$ cat config.mk
export PLATFORM = sky130hd
export DESIGN_NAME = nco_pipe_core
export DESIGN_NICKNAME = d
export VERILOG_FILES = /design/src/rtl/nco_pkg.sv /design/src/rtl/nco_acc_slice.sv /design/src/rtl/nco_phase_mod.sv /design/src/rtl/nco_square_out.sv /design/src/rtl/nco_pipe_core.sv
export SDC_FILE = /design/constraint.sdc
export NUM_CORES = 1
export LEC_CHECK = 0
export BUFFER_PORTS_ARGS = -buffer_cell sky130_fd_sc_hd__buf_4
export CORE_UTILIZATION = 58
export DETAILED_ROUTE_END_ITERATION = 10
export GPL_TIMING_DRIVEN = 0
export PLACE_DENSITY = 0.82
export SYNTH_ARGS = -nofsm -noshare
export SYNTH_HDL_FRONTEND = slang
export SYNTH_SLANG_ARGS = --single-unit
$ cat constraint.sdc
create_clock -name clk -period 3.8 [get_ports clk]
set_input_delay 0.76 -clock clk [delete_from_list [all_inputs] [get_ports clk]]
set_output_delay 0.76 -clock clk [all_outputs]
set_load 0.05 [all_outputs]
$ cat src/rtl/nco_pkg.sv
package nco_pkg;

    localparam int unsigned NCO_SLICE_W = 8;
    localparam int unsigned NCO_SLICES  = 4;

    // First half of a turn: top bit clear.
    function automatic logic sq_sine(input logic top_bit);
        return ~top_bit;
    endfunction

    // First and last quarter: top two bits equal.
    function automatic logic sq_cosine(input logic top_bit, input logic next_bit);
        return ~(top_bit ^ next_bit);
    endfunction

endpackage

$ cat src/rtl/nco_acc_slice.sv
module nco_acc_slice #(
    parameter int unsigned W = 8
) (
    input  logic         clk,
    input  logic         rst_n,
    input  logic [W-1:0] fw_i,
    input  logic         cin_i,
    output logic [W-1:0] sum_o,
    output logic         cout_o
);
    logic [W:0] wide_add;

    always_comb begin
        wide_add = {1'b0, sum_o} + {1'b0, fw_i} + {{W{1'b0}}, cin_i};
    end

    always_ff @(posedge clk or negedge rst_n) begin
        if (!rst_n) begin
            sum_o  <= '0;
            cout_o <= 1'b0;
        end else begin
            sum_o  <= wide_add[W-1:0];
            cout_o <= wide_add[W];
        end
    end


    carry_wrap_chk: assert property (@(posedge clk) disable iff (!rst_n)
        cout_o |-> (sum_o <= $past(sum_o)));


    no_carry_grow_chk: assert property (@(posedge clk) disable iff (!rst_n)
        !cout_o |-> (sum_o >= $past(sum_o)));

endmodule

$ cat src/rtl/nco_phase_mod.sv
module nco_phase_mod #(
    parameter int unsigned W = 8
) (
    input  logic         clk,
    input  logic         rst_n,
    input  logic [W-1:0] phase_i,
    input  logic [W-1:0] pw_i,
    output logic [W-1:0] mod_o
);
    logic [W-1:0] offset_sum;

    always_comb begin
        offset_sum = phase_i + pw_i;
    end

    always_ff @(posedge clk or negedge rst_n) begin
        if (!rst_n) begin
            mod_o <= '0;
        end else begin
            mod_o <= offset_sum;
        end
    end

endmodule

$ cat src/rtl/nco_square_out.sv
module nco_square_out #(
    parameter int unsigned W = 8
) (
    input  logic [W-1:0] phase_i,
    output logic         sin_o,
    output logic         cos_o
);
    import nco_pkg::*;

    always_comb begin
        sin_o = sq_sine(phase_i[W-1]);
        cos_o = sq_cosine(phase_i[W-1], phase_i[W-2]);
    end

endmodule

$ cat src/rtl/nco_pipe_core.sv
module nco_pipe_core #(
    parameter int unsigned SLICE_W    = nco_pkg::NCO_SLICE_W,
    parameter int unsigned NUM_SLICES = nco_pkg::NCO_SLICES,
    localparam int unsigned ACC_W     = SLICE_W * NUM_SLICES
) (
    input  logic               clk,
    input  logic               rst_n,
    input  logic [ACC_W-1:0]   freq_i,
    input  logic [SLICE_W-1:0] pw_i,
    output logic [SLICE_W-1:0] phase_o,
    output logic [SLICE_W-1:0] mod_phase_o,
    output logic               sin_o,
    output logic               cos_o,
    output logic               msin_o,
    output logic               mcos_o
);
    localparam logic [SLICE_W-1:0] QUARTER_TURN = SLICE_W'(1) << (SLICE_W - 2);

    logic [NUM_SLICES:0] carry_chain;
    logic [SLICE_W-1:0]  section_sum [NUM_SLICES];

    assign carry_chain[0] = 1'b0;

    for (genvar s = 0; s < NUM_SLICES; s++) begin : g_section
        nco_acc_slice #(.W(SLICE_W)) slice_i (
            .clk    (clk),
            .rst_n  (rst_n),
            .fw_i   (freq_i[s*SLICE_W +: SLICE_W]),
            .cin_i  (carry_chain[s]),
            .sum_o  (section_sum[s]),
            .cout_o (carry_chain[s+1])
        );
    end

    assign phase_o = section_sum[NUM_SLICES-1];

    nco_phase_mod #(.W(SLICE_W)) offset_i (
        .clk     (clk),
        .rst_n   (rst_n),
        .phase_i (phase_o),
        .pw_i    (pw_i),
        .mod_o   (mod_phase_o)
    );

    nco_square_out #(.W(SLICE_W)) plain_sq_i (
        .phase_i (phase_o),
        .sin_o   (sin_o),
        .cos_o   (cos_o)
    );

    nco_square_out #(.W(SLICE_W)) offset_sq_i (
        .phase_i (mod_phase_o),
        .sin_o   (msin_o),
        .cos_o   (mcos_o)
    );


    reset_clear_chk: assert property (@(posedge clk) disable iff (!rst_n)
        $rose(rst_n) |-> (phase_o == '0 && mod_phase_o == '0));


    zero_offset_chk: assert property (@(posedge clk) disable iff (!rst_n)
        ($past(pw_i) == '0) |-> (mod_phase_o == $past(phase_o)));


    quarter_shift_chk: assert property (@(posedge clk) disable iff (!rst_n)
        ($past(pw_i) == QUARTER_TURN) |-> (msin_o == $past(cos_o)));

endmodule

==> impl_metrics.yaml, run 1 <==
synth:
  async_flop_share_pct: 100.0
  yosys-top-cells-count: "dfrtp_1 (43), ha_1 (35), xnor2_1 (25)"
  syn_inst: 237
  ys_seq_area_share_pct: 41.03
  synth_top_cell_by_area: "dfrtp_1"
  synth_top_area_share_pct: 41.03
  synth_edf_count: 0
  synth_area_per_cell_sq_um: 11.07
  ys_ff_latch: 43
  synthTopCellsByArea: "dfrtp_1 (41%), ha_1 (17%), xnor2_1 (8.3%), fa_1 (6.1%), a21oi_1 (4.4%)"
  yosysMostFrequentCell: "dfrtp_1"
  ys_types: 23
  syn_area_sq_um: 2623
  yosysWarnings: 0
  ys.flop_type: "dfrtp_1"
  synth_fp_nets: 322
floorplanning:
  fp.coreArea_sq_um: 4354
  die_height_microns: 69.24
  ios: 62
  die-width_microns: 69.24
  rows: 24
  initial_core_util_pct: 60.23
  dieArea_sq_um: 4794
final_layout:
  layout-drive-gt1-share_pct: 25.49
  diodes: 0
  finalInstanceArea_sq_um: 3246
  n_fill_cell: 336
  area_growth_pct: 23.76
  finalNetCount: 390
drt:
  avgViaCountPerCell: 5.525
  drc: 0
  ant_nets: 0
  first_pass_iters: 4
  wl_per_cell_microns: 13.38
  routed_wl_mm: 4.789
  vias: 1978
  drt-initial-drc-count: 58
setup_path:
  cp-start-kind: "primary input"
  crit_arrival_ns: 2.44
  critical_path_required_ns: 3.98
  critPathKind: "primary input to register"
  cpMaxStageDelayCell: "fa_1"
  cp-end-kind: "register"
  critPathMaxFanout: 3
  path_cells: "buf_4, fa_1, fa_1, a211oi_2, o21bai_2, a211oi_2, o21bai_1"
  slowest_delay_ns: 0.47
placement:
  place_area_sq_um: 3146
  post-place-ws_ns: 1.218
  gp_congestion: 0.7724
  port_buffers: 61
  dp.final_hpwl_mm: 3.680
clock_network:
  cts_buffers: 5
  clkTransAtPathRegs_ns: 0.08
  cts.sinks: 43
  cts_tree: "built"
  root_buffer: "clkbuf_8"
  cts_hold_buf: 0
  clkLatencyLatePin_ns: 0.29
  clk_path_buf_depth: 2
  h-tree-depth: 2
  cts_setup_buffers: 0
  cts_resized: 0
run_status:
  status: "finished clean"
worst_hold_path:
  hold_path.class: "primary input to async pin"
sta:
  finClkSkew_ns: 0.003739
  fmax_mhz: 442.5
  rsz0062_at_grt: "false"
  period_share_pct: 59.48
  finalSetupViolCount: 0
  timing.final.ws_setup_ns: 1.540
  period_needed_ns: 2.260
  slew_headroom_pct: 63.91
  hold_viol_final: 0
  finalMaxSlewViolations: 0
  tns_ns: 0
  worst_pin_slew_ns: 0.5413
global_routing:
  grt_pass1_wl_mm: 8.466
  antenna_found_initial: 0
  grt_usage_pct: 21.97
  grt_start_max_net_pins: 44
  grt_pass1_vias: 1974
  grt_overflow: 0
power:
  vdd_drop_max_mv: 0.6778
  leakage_nw: 1.520
  power_density_nw_per_um2: 1008
run:
  drv_cap: 0
final timing paths:
path                                               start  cells after the start  slack, ns                       endpoint
max in group asynchronous                          rst_n                      1       2.98              offset_i.mod_o[5]
max                                            freq_i[8]                      7       1.54    g_section[1].slice_i.cout_o
min in group clk           g_section[0].slice_i.sum_o[0]                      1       0.47  g_section[0].slice_i.sum_o[0]
min reg2reg                g_section[0].slice_i.sum_o[0]                      1       0.47  g_section[0].slice_i.sum_o[0]
max reg2reg                g_section[3].slice_i.sum_o[0]                      6       1.74  g_section[3].slice_i.sum_o[6]
min                                                rst_n                      1       0.45  g_section[0].slice_i.sum_o[1]
worst max-delay path: cells and delay by family:
family	cells	cell delay (ns)
adders and majority gates	2	0.92
AOI/OAI and AO/OA	4	0.65
buffers and inverters	1	0.12
cells in the final DEF, fill, tap and decap left out, drive strengths merged:
| cell | netlist | routed |
|---|---|---|
| buf | 0 | 61 |
| dfrtp | 43 | 43 |
| ha | 35 | 35 |
| xnor2 | 25 | 25 |
| a21oi | 24 | 24 |
| o21ai | 20 | 20 |
| nand2 | 16 | 16 |
| nor2 | 15 | 15 |
| fa | 8 | 8 |
| clkbuf | 0 | 8 |
| a211oi | 8 | 8 |
| inv | 7 | 7 |
| xor2 | 7 | 7 |
| nor2b | 5 | 5 |
| o211ai | 5 | 5 |
| a21o | 5 | 5 |
| o21bai | 4 | 4 |
| nor4 | 3 | 3 |
| nor3 | 3 | 3 |
| or3 | 2 | 2 |
| o22ai | 2 | 2 |
state kept, by name, indices dropped and copies added (netlist names):
register,cells
g_section.slice_i.sum_o,32
offset_i.mod_o,8
g_section.slice_i.cout_o,3
kinds of logic (layout without fill, tap and decap cells):
group	Yosys count	in the layout	share of synthesized area (%)
buffers and inverters	7	76	1.002
and+or+nand+nor	44	44	7.395
xor gates and xnor gates	32	32	10.69
adders and majority gates	43	43	22.81
AOI/OAI and AO/OA	68	68	17.08
DFF	43	43	41.03
per-layer routing:
layer  part of all wire [%]  wire [microns]  vias up  track usage [%]
met5                      0               0        -                0
met4                    2.1             101        0            8.844
met3                    5.4             261       10            5.814
met2                     49            2357       51            37.54
met1                     43            2068      934            26.29
li1                       -               -      983                -
power breakdown:
part           switching (mW)  internal (mW)  total, mW
Sequential              0.135          0.719      0.853
Combinational            1.23          0.872       2.11
Clock                   0.148          0.166      0.313
area by class of cell:
class / instances / area [sq um] / share of cell area, %
inverters: 7 / 26.28 / 0.8096
repair buffers: 61 / 457.9 / 14.11
clock buffers: 8 / 100.1 / 3.084
flip-flops and latches: 43 / 1076 / 33.15
well taps: 52 / 65.06 / 2.005
multi-input cells: 187 / 1520 / 46.84
per-stage QoR:
| step | hold WS (ns) | power [mW] | util [%] | cells |
|---|---|---|---|---|
| 3_3_place_gp | 0.4541 | 2.887 | 72.24 | 350 |
| 2_1_floorplan | 0.4430 | 2.468 | - | 237 |
| 5_1_grt | 0.4864 | 3.539 | 74.54 | 358 |
| 6_report | 0.4543 | 3.272 | 74.54 | 358 |
| 3_5_place_dp | 0.4659 | 2.960 | 72.24 | 350 |
| 4_1_cts | 0.4663 | 3.300 | 74.54 | 358 |
Power figures use the tool's default switching activity.
==> run 2: changes to the inputs <==
--- a/config.mk
+++ b/config.mk
@@ -6,10 +6,10 @@
 export NUM_CORES = 1
 export LEC_CHECK = 0
 export BUFFER_PORTS_ARGS = -buffer_cell sky130_fd_sc_hd__buf_4
-export CORE_UTILIZATION = 58
+export CORE_UTILIZATION = 54
 export DETAILED_ROUTE_END_ITERATION = 10
 export GPL_TIMING_DRIVEN = 0
-export PLACE_DENSITY = 0.82
+export PLACE_DENSITY = 0.77
 export SYNTH_ARGS = -nofsm -noshare
 export SYNTH_HDL_FRONTEND = slang
 export SYNTH_SLANG_ARGS = --single-unit
==> constraint.sdc (replaced) <==
create_clock -name clk -period 2.2 [get_ports clk]
set_input_delay 0.44 -clock clk [delete_from_list [all_inputs] [get_ports clk]]
set_output_delay 0.44 -clock clk [all_outputs]
set_load 0.05 [all_outputs]
==> impl_metrics.yaml, run 2 (synthesized netlist as in run 1, its figures left out) <==
run_status:
  status: "finished clean"
final_layout:
  finalNetCount: 390
  largest_reg_flops: 32
  layout_common_cells: "buf_4 (61), dfrtp_1 (43), ha_1 (35)"
  mostFrequentLayoutCell: "buf_4"
  largest_register: "g_section.slice_i.sum_o"
  layout-drive-gt1-share_pct: 25.49
  area_growth_pct: 23.19
  diodes: 0
  reg_top3: "g_section.slice_i.sum_o x32, offset_i.mod_o x8, g_section.slice_i.cout_o x3"
power:
  power_density_nw_per_um2: 1731
  vdd_drop_max_mv: 0.9292
  p_total_mw: 5.593
  leakage_nw: 1.511
setup_path:
  critical_path_required_ns: 2.38
  r2r_cells: 6
  cp-end-kind: "register"
  critPathKind: "register to register"
  crit_arrival_ns: 2.25
  reg2reg_to: "g_section[1].slice_i.cout_o"
  reg2reg_from: "g_section[0].slice_i.cout_o"
  reg2reg_setup_slack_ns: 0.13
  critPathMaxFanout: 3
  cp-start-kind: "register"
sta:
  worst_pin_slew_ns: 0.5292
  rsz0062_at_grt: "false"
  finalSetupViolCount: 0
  fmax_mhz: 483.1
  slew_headroom_pct: 64.72
  hold_viol_final: 0
  finClkSkew_ns: 0.004610
  period_share_pct: 94.09
  period_needed_ns: 2.070
  tns_ns: 0
  finalMaxSlewViolations: 0
clock_network:
  clkTransAtPathRegs_ns: 0.08
  cts_tree: "built"
  clkLatencyLatePin_ns: 0.29
  cts_buffers: 5
  cts.sinks: 43
  cts_setup_buffers: 0
  clk_path_buf_depth: 2
  h-tree-depth: 2
  root_buffer: "clkbuf_8"
drt:
  avgViaCountPerCell: 5.478
  vias: 1961
  ant_nets: 0
  drt-initial-drc-count: 53
  drc: 0
  routed_wl_mm: 4.790
  first_pass_iters: 4
  wl_per_cell_microns: 13.38
global_routing:
  grt_start_max_net_pins: 44
  antenna_found_initial: 0
  grt_overflow: 0
  grt_pass1_wl_mm: 8.252
  grt_pass1_vias: 1961
  grt_usage_pct: 20.61
floorplanning:
  ios: 62
  die_height_microns: 71.69
  fp.coreArea_sq_um: 4504
  die-width_microns: 71.69
  rows: 24
  initial_core_util_pct: 58.22
  dieArea_sq_um: 5139
run:
  drv_cap: 0
placement:
  dp.final_hpwl_mm: 3.812
  port_buffers: 61
  gp_congestion: 0.8361
worst_hold_path:
  hold_path.class: "primary input to async pin"
-- run 2: layout make-up --
cell class	instances	area (sq um)
fillers	358	1274
repair buffers	61	457.9
clock buffers	7	76.32
well taps	52	65.06
multi-input cells	187	1524
clock inverters	1	5.005
inverters	7	26.28
flip-flops and latches	43	1076
-- run 2: critical path: stages, from the launching register on --
cell      delay, ns
dfrtp_1        0.39
fa_1           0.43
fa_1           0.45
a211oi_2       0.23
o21bai_2       0.13
a211oi_2       0.25
o21bai_1       0.08
-- run 2: repair_timing --
item,4_1_cts,5_1_grt
endpoints found under the setup margin,0,1
gates resized for setup,0,1
hold buffers,0,0
-- run 2: layer usage --
metal | vias up | global-route usage, % | wire length (microns)
met5 | - | 0 | 0
met4 | 0 | 5.882 | 59
met3 | 6 | 4.782 | 241
met2 | 50 | 37.21 | 2467
met1 | 927 | 24.51 | 2022
li1 | 978 | - | -
-- run 2: power breakdown --
| part | switching, mW | total [mW] | internal [mW] |
|---|---|---|---|
| sequential | 0.236 | 1.48 | 1.24 |
| clock | 0.251 | 0.473 | 0.223 |
| combinational | 2.13 | 3.64 | 1.51 |
-- run 2: worst max path at each step --
| stage | cells past startpoint | endpoint | slack (ns) | startpoint |
|---|---|---|---|---|
| 2_1_floorplan | 6 | g_section[3].slice_i.sum_o[6] | 0.06 | g_section[3].slice_i.sum_o[0] |
| 3_3_place_gp | 7 | g_section[1].slice_i.cout_o | -0.03 | freq_i[8] |
| 3_5_place_dp | 7 | g_section[1].slice_i.cout_o | -0.05 | freq_i[8] |
| 4_1_cts | 6 | g_section[1].slice_i.cout_o | 0.12 | g_section[0].slice_i.cout_o |
| 5_1_grt | 6 | g_section[2].slice_i.sum_o[6] | 0.02 | g_section[1].slice_i.cout_o |
| 6_report | 6 | g_section[1].slice_i.cout_o | 0.13 | g_section[0].slice_i.cout_o |
-- run 2: through the flow --
stage | utilization (%) | hold slack [ns] | cells | worst slack [ns] | cell area, sq um
2_1_floorplan | - | 0.1444 | 237 | 0.05651 | 2623
3_3_place_gp | 69.83 | 0.4536 | 350 | -0.02827 | 3146
3_5_place_dp | 69.83 | 0.4611 | 350 | -0.05390 | 3146
4_1_cts | 71.64 | 0.1488 | 358 | 0.1181 | 3227
5_1_grt | 71.72 | 0.1724 | 358 | 0.02344 | 3231
6_report | 71.72 | 0.1316 | 358 | 0.1299 | 3231
==> run 3: changes to the inputs <==
--- a/config.mk
+++ b/config.mk
@@ -12,4 +12,5 @@
 export PLACE_DENSITY = 0.77
 export SYNTH_ARGS = -nofsm -noshare
 export SYNTH_HDL_FRONTEND = slang
+export SYNTH_HIERARCHICAL = 1
 export SYNTH_SLANG_ARGS = --single-unit
==> impl_metrics.yaml, run 3 <==
run_status:
  status: "finished clean"
sta:
  fmax_mhz: 505.0
  rsz0062_at_grt: "false"
  finalSetupViolCount: 0
  finalMaxSlewViolations: 0
  hold_viol_final: 0
  worst_pin_slew_ns: 0.5386
  finClkSkew_ns: 0.003892
  slew_headroom_pct: 64.09
  hold_ws_ns: 0.1271
  period_share_pct: 90.01
  period_needed_ns: 1.980
placement:
  dp.final_hpwl_mm: 3.965
  place_area_sq_um: 3272
  gp_congestion: 0.7923
  port_buffers: 61
final_layout:
  area_growth_pct: 22.96
  postLayoutCoreUtil_pct: 70.14
  finalInstanceArea_sq_um: 3357
  largest_register: "g_section.slice_i/sum_o"
  reg_top3: "g_section.slice_i/sum_o x32, offset_i/mod_o x8, g_section.slice_i/cout_o x3"
  largest_reg_flops: 32
  finalNetCount: 403
  n_fill_cell: 392
  diodes: 0
  layout-drive-gt1-share_pct: 23.90
  layout_common_cells: "buf_4 (61), dfrtp_1 (43), ha_1 (35)"
  mostFrequentLayoutCell: "buf_4"
global_routing:
  grt_start_max_net_pins: 44
  grt_pass1_wl_mm: 8.680
  grt_usage_pct: 21.16
  grt_overflow: 0
  antenna_found_initial: 0
  grt_pass1_vias: 2096
drt:
  wl_per_cell_microns: 12.92
  first_pass_iters: 4
  vias: 2073
  drc: 0
  drt-initial-drc-count: 50
  routed_wl_mm: 4.973
  avgViaCountPerCell: 5.384
  ant_nets: 0
clock_network:
  clk_path_buf_depth: 2
  cts_tree: "built"
  clkTransAtPathRegs_ns: 0.08
  cts_hold_buf: 0
  cts.sinks: 43
  cts_resized: 0
  cts_buffers: 5
  root_buffer: "clkbuf_8"
  clkLatencyLatePin_ns: 0.29
  cts_setup_buffers: 0
  h-tree-depth: 2
setup_path:
  cp-start-kind: "register"
  critPathKind: "register to register"
  crit_arrival_ns: 2.15
  critical_path_required_ns: 2.37
  r2r_cells: 6
  reg2reg_setup_slack_ns: 0.22
  reg2reg_from: "g_section[0].slice_i/sum_o[0]"
  cp-end-kind: "register"
  reg2reg_to: "g_section[0].slice_i/cout_o"
  critPathMaxFanout: 3
floorplanning:
  die-width_microns: 73.11
  initial_core_util_pct: 57.05
  dieArea_sq_um: 5344
  die_height_microns: 73.11
  fp.coreArea_sq_um: 4786
  ios: 62
  rows: 25
run:
  drv_cap: 0
synth:
  yosysWarnings: 6
  syn_inst: 249
  syn_area_sq_um: 2730
  synth_area_per_cell_sq_um: 10.96
  synth_fp_nets: 335
power:
  power_density_nw_per_um2: 1680
  vdd_drop_max_mv: 1.230
  leakage_nw: 1.593
worst_hold_path:
  hold_path.class: "primary input to async pin"
-- run 3: changes by cell type in the layout (fill, tap and decap cells not counted), sizes merged, moves of 6 or more --
cell | previous run | this run
o21ai | 20 | 6
xnor2 | 25 | 14
inv | 7 | 17
nor2 | 15 | 6
nand3 | 0 | 7
a211oi | 8 | 2
a311o | 0 | 6
-- run 3: routing by layer --
layer / share of wire, % / track usage, % / vias to the layer above / wire length [microns]
li1: - / - / 1053 / -
met1: 46 / 26.13 / 977 / 2270
met2: 49 / 35.70 / 39 / 2432
met3: 4.8 / 5.801 / 4 / 238
met4: 0.62 / 6.972 / 0 / 31
met5: 0 / 0 / - / 0
-- run 3: critical path, cell delays in order, from the launching register on --
cell	delay (ns)
dfrtp_1	0.38
fa_1	0.42
fa_1	0.41
a21oi_1	0.16
nor2b_1	0.07
a31oi_1	0.28
o21ai_0	0.14
-- run 3: area by class of cell --
cell class | count | area [sq um] | area share (%)
multi-input combinational | 189 | 1590 | 47.37
sequential | 43 | 1076 | 32.05
timing repair buffer | 61 | 457.9 | 13.64
tap | 67 | 83.83 | 2.497
clock buffer | 6 | 72.57 | 2.162
inverter | 17 | 63.81 | 1.901
clock inverter | 2 | 12.51 | 0.3727
-- run 3: how the worst max path moves through the flow --
stage	startpoint	endpoint	slack [ns]	depth (start not counted)
after global placement	freq_i[0]	g_section[0].slice_i/cout_o	-0.03	7
final	g_section[0].slice_i/sum_o[0]	g_section[0].slice_i/cout_o	0.22	6
after floorplan	g_section[3].slice_i/sum_o[7]	cos_o	0.24	1
after CTS	g_section[0].slice_i/sum_o[0]	g_section[0].slice_i/cout_o	0.22	6
after global routing	g_section[0].slice_i/sum_o[0]	g_section[0].slice_i/cout_o	0.1	6
after detailed placement	freq_i[0]	g_section[0].slice_i/cout_o	-0.02	7
-- run 3: where the power goes --
group,internal [mW],leakage [nW],switching (mW),total (mW)
registers,1.24,0.502,0.243,1.48
logic,1.49,1.05,2.18,3.67
clock network,0.222,0.0412,0.263,0.485
total,2.96,1.59,2.68,5.64
-- run 3: stage by stage --
stage | power [mW] | worst slack [ns] | std cells | setup TNS (ns)
floorplan | 4.293 | 0.2371 | 249 | 0
global placement | 5.043 | -0.02607 | 377 | -0.02607
detailed placement | 5.171 | -0.02440 | 377 | -0.02440
CTS | 5.683 | 0.2243 | 385 | 0
global route | 6.137 | 0.09675 | 385 | 0
finish | 5.639 | 0.2199 | 385 | 0
